**config.mk**
```make
export PLATFORM = sky130hd
export DESIGN_NAME = dds_prog_port
export DESIGN_NICKNAME = d
export VERILOG_FILES = /design/src/rtl/dds_prog_pkg.sv /design/src/rtl/dds_ser_capture.sv /design/src/rtl/dds_prog_ctrl.sv /design/src/rtl/dds_prog_dp.sv /design/src/rtl/dds_prog_port.sv
export SDC_FILE = /design/constraint.sdc
export NUM_CORES = 1
export LEC_CHECK = 0
export BUFFER_PORTS_ARGS = -buffer_cell sky130_fd_sc_hd__buf_2
export CORE_MARGIN = 8
export CORE_UTILIZATION = 45
export CTS_CLUSTER_SIZE = 24
export DETAILED_ROUTE_END_ITERATION = 16
export GPL_ROUTABILITY_DRIVEN = 0
export PLACE_DENSITY = 0.67
export RECOVER_POWER = 50
export SLEW_MARGIN = 20
export SYNTH_ARGS = -nofsm -noshare
export SYNTH_HDL_FRONTEND = slang
export SYNTH_SLANG_ARGS = --single-unit
```
**constraint.sdc**
```tcl
create_clock -name clk -period 3.5 [get_ports clk]
set_clock_uncertainty 0.2 [all_clocks]
set_input_delay 0.175 -clock clk [delete_from_list [all_inputs] [get_ports clk]]
set_output_delay 0.175 -clock clk [all_outputs]
set_load 0.02 [all_outputs]
```
**src/rtl/dds_prog_pkg.sv**
```systemverilog
package dds_prog_pkg;
  localparam int DDS_WORD_W = 16;
  localparam int DDS_HALF_W = DDS_WORD_W - 2;
  localparam int DDS_FREQ_W = 2 * DDS_HALF_W;

  typedef enum logic [1:0] {
    FOP_STAGE = 2'd0,
    FOP_FULL  = 2'd1,
    FOP_UPPER = 2'd2,
    FOP_LOWER = 2'd3
  } freqOp_e;

  typedef struct packed {
    logic                  ctrlWr;
    logic                  freqWr;
    logic                  freqSel;
    freqOp_e               freqOp;
    logic                  phaseWr;
    logic                  phaseSel;
    logic [DDS_HALF_W-1:0] payload;
  } dpCmd_t;
endpackage

```
**src/rtl/dds_ser_capture.sv**
```systemverilog
module dds_ser_capture
  import dds_prog_pkg::*;
#(
  parameter int SYNC_STAGES = 2
) (
  input  logic                  clk,
  input  logic                  rstN,
  input  logic                  frameSelN,
  input  logic                  serClk,
  input  logic                  serData,
  output logic                  wordValid,
  output logic [DDS_WORD_W-1:0] wordOut
);
  localparam int CNT_W = $clog2(DDS_WORD_W + 1);

  logic [SYNC_STAGES-1:0] sclkSync, fselSync, sdatSync;
  logic                   sclkPrev;
  logic [CNT_W-1:0]       bitCnt;
  logic [DDS_WORD_W-1:0]  shiftReg;

  wire sclkS  = sclkSync[SYNC_STAGES-1];
  wire fselS  = fselSync[SYNC_STAGES-1];
  wire sdatS  = sdatSync[SYNC_STAGES-1];
  wire fallEv = sclkPrev & ~sclkS;

  always_ff @(posedge clk or negedge rstN) begin
    if (!rstN) begin
      sclkSync <= '1;
      fselSync <= '1;
      sdatSync <= '0;
      sclkPrev <= 1'b1;
    end else begin
      sclkSync <= {sclkSync[SYNC_STAGES-2:0], serClk};
      fselSync <= {fselSync[SYNC_STAGES-2:0], frameSelN};
      sdatSync <= {sdatSync[SYNC_STAGES-2:0], serData};
      sclkPrev <= sclkS;
    end
  end

  always_ff @(posedge clk or negedge rstN) begin
    if (!rstN) begin
      bitCnt    <= '0;
      shiftReg  <= '0;
      wordValid <= 1'b0;
    end else begin
      wordValid <= 1'b0;
      if (fselS) begin
        bitCnt <= '0;
      end else if (fallEv && (bitCnt < CNT_W'(DDS_WORD_W))) begin
        shiftReg <= {shiftReg[DDS_WORD_W-2:0], sdatS};
        bitCnt   <= bitCnt + 1'b1;
        if (bitCnt == CNT_W'(DDS_WORD_W - 1)) wordValid <= 1'b1;
      end
    end
  end

  assign wordOut = shiftReg;


  cnt_bound_chk: assert property (@(posedge clk) disable iff (!rstN)
    bitCnt <= CNT_W'(DDS_WORD_W));


  word_pulse_chk: assert property (@(posedge clk) disable iff (!rstN)
    wordValid |=> !wordValid);
endmodule

```
**src/rtl/dds_prog_ctrl.sv**
```systemverilog
module dds_prog_ctrl
  import dds_prog_pkg::*;
(
  input  logic                  clk,
  input  logic                  rstN,
  input  logic                  wordValid,
  input  logic [DDS_WORD_W-1:0] wordIn,
  input  logic                  pairMode,
  input  logic                  upperSel,
  output dpCmd_t                cmd
);
  logic pending;
  logic pendSel;

  wire [1:0] addrTop = wordIn[DDS_WORD_W-1 -: 2];
  wire       isCtrl  = wordValid && (addrTop == 2'b00);
  wire       isFreq  = wordValid && ((addrTop == 2'b01) || (addrTop == 2'b10));
  wire       isPhase = wordValid && (addrTop == 2'b11);
  wire       fSel    = (addrTop == 2'b10);
  wire       closing = pending && (pendSel == fSel);

  always_comb begin
    cmd          = '0;
    cmd.payload  = wordIn[DDS_HALF_W-1:0];
    cmd.ctrlWr   = isCtrl;
    cmd.freqWr   = isFreq;
    cmd.freqSel  = fSel;
    cmd.phaseWr  = isPhase;
    cmd.phaseSel = wordIn[DDS_WORD_W-3];
    if (pairMode)      cmd.freqOp = closing ? FOP_FULL : FOP_STAGE;
    else if (upperSel) cmd.freqOp = FOP_UPPER;
    else               cmd.freqOp = FOP_LOWER;
  end

  always_ff @(posedge clk or negedge rstN) begin
    if (!rstN) begin
      pending <= 1'b0;
      pendSel <= 1'b0;
    end else if (isCtrl) begin
      pending <= 1'b0;
    end else if (isFreq && pairMode) begin
      pending <= !closing;
      pendSel <= fSel;
    end
  end


  pend_mode_chk: assert property (@(posedge clk) disable iff (!rstN)
    pending |-> pairMode);


  one_write_chk: assert property (@(posedge clk) disable iff (!rstN)
    $countones({cmd.ctrlWr, cmd.freqWr, cmd.phaseWr}) <= 1);
endmodule

```
**src/rtl/dds_prog_dp.sv**
```systemverilog
module dds_prog_dp
  import dds_prog_pkg::*;
#(
  parameter int PHASE_W = 12
) (
  input  logic                  clk,
  input  logic                  rstN,
  input  dpCmd_t                cmd,
  output logic [DDS_WORD_W-1:0] ctrlWord,
  output logic [DDS_FREQ_W-1:0] freqWord0,
  output logic [DDS_FREQ_W-1:0] freqWord1,
  output logic [PHASE_W-1:0]    phaseWord0,
  output logic [PHASE_W-1:0]    phaseWord1
);
  localparam int NREG = 2;

  logic [DDS_WORD_W-1:0] ctrlReg;
  logic [DDS_HALF_W-1:0] stageReg;
  logic [DDS_FREQ_W-1:0] freqReg  [NREG];
  logic [PHASE_W-1:0]    phaseReg [NREG];

  always_ff @(posedge clk or negedge rstN) begin
    if (!rstN) begin
      ctrlReg  <= '0;
      stageReg <= '0;
      for (int i = 0; i < NREG; i++) begin
        freqReg[i]  <= '0;
        phaseReg[i] <= '0;
      end
    end else begin
      if (cmd.ctrlWr) ctrlReg <= {2'b00, cmd.payload};
      if (cmd.freqWr && cmd.freqOp == FOP_STAGE) stageReg <= cmd.payload;
      for (int i = 0; i < NREG; i++) begin
        if (cmd.freqWr && (cmd.freqSel == i[0])) begin
          case (cmd.freqOp)
            FOP_FULL:  freqReg[i] <= {cmd.payload, stageReg};
            FOP_UPPER: freqReg[i][DDS_FREQ_W-1:DDS_HALF_W] <= cmd.payload;
            FOP_LOWER: freqReg[i][DDS_HALF_W-1:0] <= cmd.payload;
            default:   ;
          endcase
        end
        if (cmd.phaseWr && (cmd.phaseSel == i[0]))
          phaseReg[i] <= cmd.payload[PHASE_W-1:0];
      end
    end
  end

  assign ctrlWord   = ctrlReg;
  assign freqWord0  = freqReg[0];
  assign freqWord1  = freqReg[1];
  assign phaseWord0 = phaseReg[0];
  assign phaseWord1 = phaseReg[1];


  f0_hold_chk: assert property (@(posedge clk) disable iff (!rstN)
    !(cmd.freqWr && !cmd.freqSel) |=> $stable(freqWord0));


  ph_hold_chk: assert property (@(posedge clk) disable iff (!rstN)
    !cmd.phaseWr |=> ($stable(phaseWord0) && $stable(phaseWord1)));


  upper_only_chk: assert property (@(posedge clk) disable iff (!rstN)
    (cmd.freqWr && cmd.freqSel && cmd.freqOp == FOP_UPPER)
      |=> freqWord1[DDS_HALF_W-1:0] == $past(freqWord1[DDS_HALF_W-1:0]));
endmodule

```
**src/rtl/dds_prog_port.sv**
```systemverilog
module dds_prog_port
  import dds_prog_pkg::*;
#(
  parameter int SYNC_STAGES = 2,
  parameter int PHASE_W     = 12
) (
  input  logic                  clk,
  input  logic                  rstN,
  input  logic                  frameSelN,
  input  logic                  serClk,
  input  logic                  serData,
  output logic [DDS_WORD_W-1:0] ctrlWord,
  output logic                  coreReset,
  output logic [DDS_FREQ_W-1:0] freqWord0,
  output logic [DDS_FREQ_W-1:0] freqWord1,
  output logic [PHASE_W-1:0]    phaseWord0,
  output logic [PHASE_W-1:0]    phaseWord1
);
  localparam int RST_BIT   = 8;
  localparam int UPPER_BIT = 12;
  localparam int PAIR_BIT  = 13;

  logic                  wordValid;
  logic [DDS_WORD_W-1:0] wordBus;
  dpCmd_t                cmd;

  dds_ser_capture #(.SYNC_STAGES(SYNC_STAGES)) cap_i (
    .clk(clk), .rstN(rstN), .frameSelN(frameSelN), .serClk(serClk),
    .serData(serData), .wordValid(wordValid), .wordOut(wordBus)
  );

  dds_prog_ctrl ctl_i (
    .clk(clk), .rstN(rstN), .wordValid(wordValid), .wordIn(wordBus),
    .pairMode(ctrlWord[PAIR_BIT]), .upperSel(ctrlWord[UPPER_BIT]), .cmd(cmd)
  );

  dds_prog_dp #(.PHASE_W(PHASE_W)) dp_i (
    .clk(clk), .rstN(rstN), .cmd(cmd), .ctrlWord(ctrlWord),
    .freqWord0(freqWord0), .freqWord1(freqWord1),
    .phaseWord0(phaseWord0), .phaseWord1(phaseWord1)
  );

  assign coreReset = ctrlWord[RST_BIT];


  rst_zero_chk: assert property (@(posedge clk)
    !rstN |=> (ctrlWord == '0 && freqWord0 == '0 && phaseWord1 == '0));
endmodule

```
==> Word-level counts from Yosys, hierarchy flattened <==
Cells that the tools add are included.
{ "totals": {"out_inout_bits": 97, "word_cells": 69, "input_bits": 5, "register_bits": 139} }
{ "op_classes": {"n_addsub": 1, "n_bitwise": 6, "mux": 11, "magnitude_cmp": 1, "eq_ne": 8, "reduce_logical": 25} }
{ "op_table": {"columns": ["operator", "count"], "rows": [
  ["$pmux 14 s2", 1],
  ["$reduce_and 2->1", 6],
  ["$logic_and 1x1->1", 11],
  ["$mux 5", 2],
  ["$eq 2x2->1 const B", 4],
  ["$mux 1", 7],
  ["$reduce_bool 2->1", 3],
  ["$add 5x1->5 const B", 1],
  ["$eq 5x4->1 const B", 1],
  ["$lt 5x5->1 const B", 1],
  ["$not 1->1", 5],
  ["$eq 2x1->1 const B", 2],
  ["$logic_not 2->1", 2],
  ["$mux 2", 1],
  ["$reduce_or 2->1", 1],
  ["$and 1x1->1", 1],
  ["$eq 1x1->1", 1],
  ["$logic_not 1->1", 1],
  ["$logic_or 1x1->1", 1]
]} }

==> Logic depth before layout (Yosys ltp) <==
{ "depth": {"ltp_word": 8, "ltp_mapped": 6, "mapped_depth_nobuf": 5} }

==> By module <==
A second synthesis with hierarchy kept.
{ "unflattened": {"hier_cells": 362, "area_unflattened_um2": 5740.5} }
{ "modules_own_cells": {"columns": ["module", "area_each_um2", "cells_per_inst", "n_inst"], "rows": [
  ["dds_prog_dp", 4259.1, 256, 1],
  ["dds_ser_capture", 1138.6, 67, 1],
  ["dds_prog_ctrl", 335.3, 38, 1],
  ["dds_prog_port", 7.5, 1, 1]
]} }

==> Least setup slack after synthesis <==
Ideal clock, no wire load.
{ "synth_timing": {"path_kind": "flip-flop to flip-flop", "from": "register cap_i.shiftReg[14], in the netlist cap_i.wordOut[14]", "to": "register dp_i.freqReg (netlist bit dp_i.freqWord0[14])", "arrival_ns": 1.782, "period_less_slack_ns": 2.107, "setup_ns": 0.125, "required_ns": 3.175, "stages_incl_launch_ff": 7, "slack_ns": 1.393, "path_cell_list": "dfrtp_1 > inv_1 > ha_1 > or2_2 > o22ai_2 > buf_6 > mux2_2"} }
{ "synth_between": {"elab_chain_len": 8, "elab_cells_between_ends": 14} }
{ "synth_lines": {"columns": ["item", "line_no", "source"], "rows": [
  ["start, declared", "dds_ser_capture.sv:19", "logic [DDS_WORD_W-1:0] shiftReg;"],
  ["start signal, assigned", "dds_ser_capture.sv:50", "shiftReg <= {shiftReg[DDS_WORD_W-2:0], sdatS};"],
  ["$eq 2x2->1 (*)", "dds_prog_ctrl.sv:19", "wire fSel = (addrTop == 2'b10);"],
  ["net ctl_i.fSel", "dds_prog_ctrl.sv:19", null],
  ["$eq 1x1->1", "dds_prog_ctrl.sv:20", "wire closing = pending && (pendSel == fSel);"],
  ["$logic_and 1x1->1", "dds_prog_ctrl.sv:20", null],
  ["$mux 1", "dds_prog_ctrl.sv:30", "if (pairMode) cmd.freqOp = closing ? FOP_FULL : FOP_STAGE;"],
  ["$mux 2", "dds_prog_ctrl.sv:30", null],
  ["$eq 2x1->1 or $eq 2x2->1 (tied branches)", "dds_prog_dp.sv:35", "case (cmd.freqOp)"],
  ["$reduce_or 2->1 (no source line)", null, null],
  ["$reduce_and 2->1 (no source line) (*)", null, null],
  ["end signal, assigned by index", "dds_prog_dp.sv:36", "FOP_FULL: freqReg[i] <= {cmd.payload, stageReg};"],
  ["end signal, assigned by index", "dds_prog_dp.sv:37", "FOP_UPPER: freqReg[i][DDS_FREQ_W-1:DDS_HALF_W] <= cmd.payload;"],
  ["end signal, assigned by index", "dds_prog_dp.sv:38", "FOP_LOWER: freqReg[i][DDS_HALF_W-1:0] <= cmd.payload;"],
  ["end, declared", "dds_prog_dp.sv:19", "logic [DDS_FREQ_W-1:0] freqReg [NREG];"]
]} }
Mark *: on every way through the listed nets, which the timed path passes. The rest lies on a longest branch.
A chain may end at the register's enable or synchronous reset.

==> summary.md <==
The run finished, with violations left. The checks that failed: max-capacitance violations, max-slew violations. The placeable core area is 12,060 sq um. The async set-reset flop share out of synthesis works out to 1.000.

Detailed placement ended at an HPWL of 7.842 mm. The number of gates resized after CTS was 0. The tools report the final net count as 491. The run gives 16,190 sq um as the die outline area. The max-slew headroom at the worst pin was -0.4947.

Number of global-route vias before repair: 3,575. TritonCTS built the clock tree. The average cell area after synthesis came out at 15.09 sq um.

The run gives 0 as the total DRC errors in the routed layout. The tools report the endpoint type of the worst setup path as an asynchronous set/reset pin. For the count of final hold-check violations, the log shows 0. The number of flops mapped to enable cells by yosys was 0.

Worst hold slack: 154.1 ps. The sink count of the clock tree came out at 139. The detailed router finished its first iteration with 112 violations.

Number of top-level pins: 102. The tools report the buffer type at the clock tree root as clkbuf_16. The hold path startpoint was cap_i.fselSync[0]. The H-tree depth reported by CTS was 4; the total overflow reported by the global router was 0.

The final non-filler cell total is 662, and the switching power as a share of total power is 0.2165. For the combinational fraction of design power, the log shows 0.036. Counting both buffers and inverters, the worst setup path holds a total of 2. The most repeated cell in the gate-level netlist after synthesis is dfrtp_1. The floorplan has 40 rows.

The count of buffers added on input and output ports is 99. The worst-case IR drop observed on VDD is 0.3175 mV. For this block, the routed nets add up to 11.52 mm of wire.

The kind of cell with the highest combined delay along the critical path is buffers and inverters. The critical path starts at rstN. The share of the yosys chip area belonging to registers is 0.6257.

Detailed routing inserted a total of 3,206 vias. The width of the die works out to 127.2 microns. The internal power is 2.956 mW, and the synthesis-to-finish area growth is 21.48%. The total count of max-transition violations in the final report came out at 90. The tightest min-delay check is of the reg -> reg type.

The run gives 0.474 as the portion of total power attributed to sequential cells. The share of final-layout standard cells stronger than drive strength 1 was 0.3057. For this run, the number of Yosys warnings is 0. Counting along the longest clock path gives a buffer depth of 2. Derived from the worst setup path, the maximum achievable clock frequency is 0.3993 GHz. Of all cell types, the one taking the most synthesized area is dfrtp_1. The repair_antennas step left the layout with diodes totalling 0. The source of the worst register-to-register timing path is cap_i.wordOut[14].

The kind of critical path is in -> async. The dominant synthesized flop cell is dfrtp_1. After clock tree synthesis, the setup repair step added 0 buffers. After detailed routing, the number of vias per cell comes to 4.843.

Entering global routing, the biggest net connects 91 pins. After detailed routing, the average wire length per cell comes to 17.40 microns. The setup total negative slack is 0 ps, and the number of hold buffers added after CTS is 4. The commonest cells after synthesis are dfrtp_1 (134), mux2_2 (95), mux2i_1 (44), inv_1 (33), buf_4 (11).

The worst-margin pin slew is 2242 ps. Ranked by total cell area, the synthesized netlist is headed by dfrtp_1 (60%), mux2_2 (19%), mux2i_1 (7.9%), dfstp_2 (2.4%), inv_1 (2.2%). The post-detailed-route count of antenna-violating nets is 0, and the synthesized instance count is 369.

The element type at the critical path start was a primary input. The run gives 0 as the number of antenna violations at the first check in global routing. The signal on the critical path passes through dlygate4sd3_1, clkbuf_2. The worst path in the final design needs a cycle of 2505 ps, including I/O delays and setup. The run gives 18.89 mm as the first-pass GRT wire length. The final period utilization was 0.7156. Measured along the y axis, the die boundary spans 127.2 microns. For the worst setup path, the data required time is 3350 ps. The clock group share of total power was 0.491; the portion of synthesized cell area occupied by the leading cell type was 0.6021. Setup repair after global routing left no endpoint under its margin.

The power density over cell area came out at 557.7 nW/um^2. The cell at the slowest stage of the critical path is clkbuf_2. The tools report the starting density of the core as 0.4617. The total iterations of the first detailed-routing run was 4; the number of maximum-capacitance violations was 1. The global routing usage summed across all routing layers is 0.1495, and the flop and latch count out of synthesis is 139. Of all nets on the critical path, the largest fanout is 90. The CTS buffer count is 17, and the leakage component of the power is 3.283 nW. Power comes to 3.773 mW. For the number of setup violations in the final report, the log shows 0. The synthesized netlist contains 34 unique library cells.

The tools report the reported net switching power as 816.6 uW. Including well taps, the total number of placed cells is 626. For the clock latency on the worst-skew pair, the log shows 410 ps. For the post-synthesis cell area, the log shows 5569 sq um.

The logs give 2360 ps for the data arrival time at the worst-slack endpoint and 1,049 for the total of fill cells in the finished design. After clock tree synthesis, the clock-pin slew on the worst setup and hold paths is 50 ps. Biggest cell delay along the critical path: 1570 ps.
final timing paths:
kind | to | slack, ps | depth (start not counted)
worst max register to register | dp_i.freqWord1[26] | 1060 | 5
worst max-delay path | cap_i.wordOut[14] | 1000 | 2
worst min-delay path | cap_i.fselSync[1] | 150 | 0
min in group asynchronous | cap_i.bitCnt[4] | 770 | 2
max in group clk | dp_i.freqWord1[26] | 1060 | 5
worst min register to register | cap_i.fselSync[1] | 150 | 0
cells by family (layout without fill, tap and decap cells):
family | after synthesis | count (layout) | share of synthesized area
other cells | 1 | 2 | 0.0006734
xor+xnor | 2 | 2 | 0.003146
flops | 139 | 139 | 0.6257
simple gates | 21 | 21 | 0.02606
buf+inv | 49 | 173 | 0.04336
compound gates | 13 | 13 | 0.01865
mux | 139 | 139 | 0.2712
fa+ha+maj | 5 | 5 | 0.01123
per-layer routing:
metal  vias to the layer above  part of all wire  global-route usage
li1                       1484                 -                   -
met1                      1631              0.45              0.1820
met2                        76              0.48              0.2378
met3                        15             0.055             0.05283
met4                         0             0.013             0.06088
met5                         -                 0                   0
sequential cells by signal, summed over array words and instances, names as in the netlist:
| signal | count |
|---|---|
| cap_i.bitCnt | 5 |
| cap_i.fselSync | 2 |
| cap_i.sclkPrev | 1 |
| cap_i.sclkSync | 2 |
| cap_i.sdatSync | 2 |
| cap_i.wordOut | 16 |
| cap_i.wordValid | 1 |
| ctl_i.pendSel | 1 |
| ctl_i.pending | 1 |
| dp_i.ctrlWord | 14 |
| dp_i.freqWord0 | 28 |
| dp_i.freqWord1 | 28 |
| dp_i.phaseWord0 | 12 |
| dp_i.phaseWord1 | 12 |
| dp_i.stageReg | 14 |
per-stage QoR:
| stage | setup WS [ps] | util | cell area [sq um] |
|---|---|---|---|
| 2_1_floorplan | 1393 | - | 5573 |
| 3_3_place_gp | 1174 | 0.5155 | 6217 |
| 3_5_place_dp | 1037 | 0.5155 | 6217 |
| 4_1_cts | 1030 | 0.5707 | 6884 |
| 5_1_grt | 519.3 | 0.5609 | 6765 |
| 6_report | 995.5 | 0.5609 | 6765 |
final cells by class:
class,count,area (sq um),share of cell area
inverter,33,123.9,0.01831
clock buffer,27,523.0,0.07731
multi-input combinational,182,1847,0.2730
tap,168,210.2,0.03107
timing repair buffer,108,473.0,0.06991
sequential,139,3485,0.5151
clock inverter,5,103.9,0.01535
power by group through the flow:
stage | Sequential, mW | Clock, mW | Combinational, mW
finish | 1.79 | 1.85 | 0.135
global route | 1.80 | 1.96 | 0.155
CTS | 1.79 | 1.90 | 0.140
detailed placement | 1.81 | 0 | 0.136
global placement | 1.81 | 0 | 0.132
floorplan | 1.75 | 0 | 0.0885
layout by cell type (no fill, tap or decap), types with 3 or more instances in the layout:
master | Yosys | layout
nor2_1 | 3 | 3
dfstp_2 | 5 | 4
a21oi_1 | 3 | 3
dlygate4sd3_1 | 0 | 4
mux2_2 | 95 | 95
o22ai_2 | 4 | 4
buf_2 | 1 | 8
clkbuf_1 | 1 | 94
ha_1 | 5 | 5
mux2i_1 | 44 | 44
nand3_1 | 3 | 3
buf_4 | 11 | 4
dfrtp_1 | 134 | 134
clkbuf_8 | 0 | 6
inv_1 | 33 | 33
bufinv_16 | 0 | 3
clkbuf_16 | 0 | 17
o21ai_0 | 3 | 3
No activity file was read; power rests on OpenSTA's default activity.
